[config.mk]
export PLATFORM = sky130hd
export DESIGN_NAME = sb_youngest_producer
export DESIGN_NICKNAME = d
export VERILOG_FILES = /design/src/rtl/sbyp_pkg.sv /design/src/rtl/sbyp_match.sv /design/src/rtl/sbyp_last_set.sv /design/src/rtl/sb_youngest_producer.sv
export SDC_FILE = /design/constraint.sdc
export NUM_CORES = 1
export LEC_CHECK = 0
export BUFFER_PORTS_ARGS = -buffer_cell sky130_fd_sc_hd__buf_2
export CORE_ASPECT_RATIO = 0.6
export CORE_UTILIZATION = 32
export DETAILED_ROUTE_END_ITERATION = 16
export MAX_ROUTING_LAYER = met4
export PLACE_DENSITY = 0.69
export SYNTH_ARGS = -nofsm -noshare
export SYNTH_HDL_FRONTEND = slang
export SYNTH_SLANG_ARGS = --single-unit
[constraint.sdc]
create_clock -name vclk -period 4.1
set_clock_uncertainty 0.2 [all_clocks]
set_input_delay 0.615 -clock vclk [all_inputs]
set_output_delay 0.615 -clock vclk [all_outputs]
set_load 0.05 [all_outputs]
[src/rtl/sbyp_pkg.sv]
// Shared definitions for the youngest-producer finder.
// Assumes: file flag is a single bit, integer register 0 is hard-wired zero.
package sbyp_pkg;
    typedef enum logic {
        RF_INT = 1'b0,
        RF_FP  = 1'b1
    } rf_kind_e;
endpackage

[src/rtl/sbyp_match.sv]
// Parallel comparator: flags each scoreboard slot whose pending write
// targets the operand register in the same register file.
// Assumes: destination fields are packed slot-major, RW bits each.
module sbyp_match #(
    parameter int N  = 8,
    parameter int RW = 5
) (
    input  logic [N-1:0]    valid_i,
    input  logic [N*RW-1:0] dest_idx_i,
    input  logic [N-1:0]    dest_fp_i,
    input  logic [RW-1:0]   src_idx_i,
    input  logic            src_fp_i,
    output logic [N-1:0]    match_o
);
    import sbyp_pkg::*;

    logic     src_is_zero_int;
    rf_kind_e src_kind;

    // Decode the operand file and spot the hard-wired integer zero register.
    always_comb begin
        src_kind        = rf_kind_e'(src_fp_i);
        src_is_zero_int = (src_kind == RF_INT) && (src_idx_i == '0);
    end

    for (genvar k = 0; k < N; k++) begin : g_slot
        rf_kind_e slot_kind;
        // One comparator per slot: valid, same file, same register.
        always_comb begin
            slot_kind  = rf_kind_e'(dest_fp_i[k]);
            match_o[k] = valid_i[k]
                       && (slot_kind == src_kind)
                       && (dest_idx_i[k*RW +: RW] == src_idx_i)
                       && !src_is_zero_int;
        end
    end
endmodule

[src/rtl/sbyp_last_set.sv]
// Finds the highest set bit of a vector and reports whether any bit is set.
// Assumes: PW bits are enough to encode N-1.
module sbyp_last_set #(
    parameter int N  = 8,
    parameter int PW = $clog2(N)
) (
    input  logic [N-1:0]  vec_i,
    output logic          found_o,
    output logic [PW-1:0] idx_o
);
    // Upward scan: a later set bit overrides an earlier one.
    always_comb begin
        found_o = 1'b0;
        idx_o   = '0;
        for (int i = 0; i < N; i++) begin
            if (vec_i[i]) begin
                found_o = 1'b1;
                idx_o   = PW'(i);
            end
        end
    end
endmodule

[src/rtl/sb_youngest_producer.sv]
// Youngest-producer hazard finder for a circular scoreboard.
// Splits the slot matches at the issue pointer, takes the highest match
// on each side, and prefers the side below the pointer (more recent).
// Assumes: slots are allocated at issue_ptr_i, which advances with wrap;
// purely combinational, no clock or reset.
module sb_youngest_producer #(
    parameter int N  = 8,
    parameter int RW = 5,
    localparam int PW = $clog2(N)
) (
    input  logic [N-1:0]    valid_i,
    input  logic [N*RW-1:0] dest_idx_i,
    input  logic [N-1:0]    dest_fp_i,
    input  logic [PW-1:0]   issue_ptr_i,
    input  logic [RW-1:0]   src_idx_i,
    input  logic            src_fp_i,
    output logic            hazard_o,
    output logic [PW-1:0]   hazard_idx_o
);
    logic [N-1:0]  match;
    logic [N-1:0]  below_mask;
    logic [N-1:0]  lo_match;
    logic [N-1:0]  hi_match;
    logic          lo_found;
    logic          hi_found;
    logic [PW-1:0] lo_idx;
    logic [PW-1:0] hi_idx;

    sbyp_match #(.N(N), .RW(RW)) u_match (
        .valid_i    (valid_i),
        .dest_idx_i (dest_idx_i),
        .dest_fp_i  (dest_fp_i),
        .src_idx_i  (src_idx_i),
        .src_fp_i   (src_fp_i),
        .match_o    (match)
    );

    for (genvar k = 0; k < N; k++) begin : g_split
        // Mark slots strictly below the issue pointer.
        always_comb below_mask[k] = (PW'(k) < issue_ptr_i);
    end

    // Partition the match vector at the pointer.
    always_comb begin
        lo_match = match & below_mask;
        hi_match = match & ~below_mask;
    end

    sbyp_last_set #(.N(N), .PW(PW)) u_lo (
        .vec_i   (lo_match),
        .found_o (lo_found),
        .idx_o   (lo_idx)
    );

    sbyp_last_set #(.N(N), .PW(PW)) u_hi (
        .vec_i   (hi_match),
        .found_o (hi_found),
        .idx_o   (hi_idx)
    );

    // Lower side is younger, so it takes precedence.
    always_comb begin
        hazard_o     = lo_found || hi_found;
        hazard_idx_o = lo_found ? lo_idx : (hi_found ? hi_idx : '0);
    end

    // Checks against the ports: selected slot is a real writer, nothing younger matches.
    always_comb begin
        if (hazard_o) begin
            assert_sel_is_writer_R1: assert (valid_i[hazard_idx_o]
                && (dest_fp_i[hazard_idx_o] == src_fp_i)
                && (dest_idx_i[int'(hazard_idx_o)*RW +: RW] == src_idx_i))
                else $error("selected slot is not a writer");
        end
        if (!src_fp_i && (src_idx_i == '0)) begin
            assert_int_zero_quiet_R2: assert (!hazard_o)
                else $error("hazard on integer register 0");
        end
        if (!hazard_o) begin
            assert_idle_index_R6: assert (hazard_idx_o == '0)
                else $error("index nonzero without hazard");
        end
        if (hazard_o) begin
            for (int j = 0; j < N; j++) begin
                if (valid_i[j] && (dest_fp_i[j] == src_fp_i)
                    && (dest_idx_i[j*RW +: RW] == src_idx_i)) begin
                    assert_none_younger_R4: assert (
                        ((int'(issue_ptr_i) + N - 1 - j) % N) >=
                        ((int'(issue_ptr_i) + N - 1 - int'(hazard_idx_o)) % N))
                        else $error("a younger writer was skipped");
                end
            end
        end
    end
endmodule

==> out/qor.yml <==
synthesis:
  synth_cell_types: 35
  synth.avg_cell_area_um2: 7.36
  yosysWarningCount: 0
  synth.cell_area_um2: 965
  syn_inst: 131
  yosysSeqAreaShare_pct: 0
  syn_nets: 196
timing:
  setup_viol: 0
  hold_viol: 0
  slew_violations: 0
  max_freq_mhz: 259
  grt_setup_unrepaired: "no"
  fin_crit_ns: 3.87
  relSlewSlack_pct: 60.4
  fin_crit_sh_pct: 94.3
  tns_ns: 0
  worst_pin_slew_ns: 0.590
  finalWorstSetupSlack_ns: 0.234
global_route:
  grt_pass1_wl_mm: 4.43
  grt_max_degree: 13
  antenna_found_initial: 0
  gr-total-overflow: 0
  track_usage_pct: 18.0
  first_global_vias: 957
power:
  seqPwrFrac_pct: 0
  power_frac_clock_pct: 0
  switching_power_mw: 0.0624
  peakVddDrop_mv: 0.0413
  power_density_mw_per_mm2: 96.7
  power.internal_mw: 0.0628
  combPwrFrac_pct: 100.0
  p_leak_nw: 0.511
  power_switching_share_pct: 49.8
placement:
  hpwl_mm: 2.42
  dpl.cell_count: 232
  placed_area_mm2: 0.00129
  dp_slack_ns: 0.233
  place.gp.congestion: 0.913
  portBuffers: 69
cells_and_area:
  final-seq-area_um2: 0
  numSequentialCells: 0
  drive_gt1_share_pct: 42.1
  clock_buffers: 0
  final_cells: 232
  nets: 257
  antenna_cells: 0
  final_core_util_pct: 45.1
  fin_area_mm2: 0.00129
  area_growth_pct: 34.2
  nFillCells: 302
  multiInputGateArea_um2: 882
setup_path:
  critPathKind: "in2out"
  crit_fanout: 12
  startpoint_type: "input pin"
  required_ns: 3.28
  critical_path_arrival_ns: 3.05
  cp-end-kind: "primary output"
floorplanning:
  rows: 15
  initial_core_util_pct: 33.6
  pin_count: 69
  die_w_um: 72.9
  core-area_mm2: 0.00287
  die_area_mm2: 0.00325
  die_h_um: 44.5
detailed_routing:
  ant_nets: 0
  wire_per_inst_um: 12.0
  firstDrtPassIters: 4
  drt_iter0_markers: 89
  routed_wl_mm: 2.79
  vias_per_cell: 4.91
  vias: 1139
  drc_errors: 0
min_path:
  hold_class: "in2out"
run_status:
  outcome: "completed"
cts:
  hold_buffers: 0
  cts.repair.resized: 0
  post-cts-setup-buffers: 0
flow_run:
  cap_violations: 0
worst max-delay path: stages:
cell	delay [ns]
buf_2	0.19
or4_4	0.57
nor3_4	0.34
nor3_1	0.20
or2_4	0.29
a221oi_4	0.35
nand2_1	0.08
o22ai_1	0.12
buf_2	0.28
cell usage in the layout, fill, tap and decap left out, types with 3 or more instances in the layout:
master     n
xnor2_1   48
o22ai_1    3
nand3_1    9
a21oi_1    6
o21ai_0    4
nand4_1    8
or3_2      4
nor3_1     6
inv_1      4
o211ai_1   3
buf_2     69
nand2_1    3
nor2_1     4
through the flow:
step | hold slack, ns | total power [mW]
global placement | 1.61 | 0.126
floorplan | 1.34 | 0.0826
finish | 1.62 | 0.125
global route | 1.65 | 0.138
detailed placement | 1.61 | 0.125
CTS | 1.61 | 0.126
metal layers:
layer | part of all wire (%) | GRT usage (%) | vias to the layer above
met1 | 52 | 28.1 | 486
met3 | 9.5 | 1.14 | 0
met2 | 39 | 26.4 | 64
met5 | 0 | - | -
met4 | 0 | 0 | 0
li1 | - | - | 589
cell families (layout without fill, tap and decap cells):
kind of cell	Yosys count	count (layout)	synth area share, %
xor gates and xnor gates	48	48	43.6
and+or+nand+nor	41	41	25.6
AOI/OAI and AO/OA	28	28	22.3
buffers and inverters	14	73	8.56
synthesized netlist by cell type (all sizes together) (2+ instances only):
cell    number  share of area [%]
or2          2                1.6
or3          5                3.8
o211ai       3                2.3
nor2         4                1.6
o21ai        5                2.6
inv          4                1.6
a21oi        6                3.1
buf          7                5.8
a221oi       2                4.3
nand4        8                5.2
nor3         8                5.8
xnor2       48                 44
clkbuf       3                1.2
nand3        9                4.7
o22ai        4                3.2
nand2        3                1.2
power groups by stage:
stage               registers (mW)  logic [mW]  clock network [mW]
global route                     0       0.138                   0
finish                           0       0.125                   0
global placement                 0       0.126                   0
floorplan                        0      0.0826                   0
CTS                              0       0.126                   0
detailed placement               0       0.125                   0
path summary, 6_finish.rpt:
kind	startpoint	end	cells after the start
setup / recovery	src_idx_i[1]	hazard_idx_o[0]	9
hold / removal	issue_ptr_i[0]	hazard_idx_o[1]	4
area by class of cell:
type | instances | share of cell area (%)
inverters | 4 | 1.16
multi-input cells | 117 | 68.1
repair buffers | 69 | 26.7
well taps | 42 | 4.06
(Power assumes the default switching activity.)
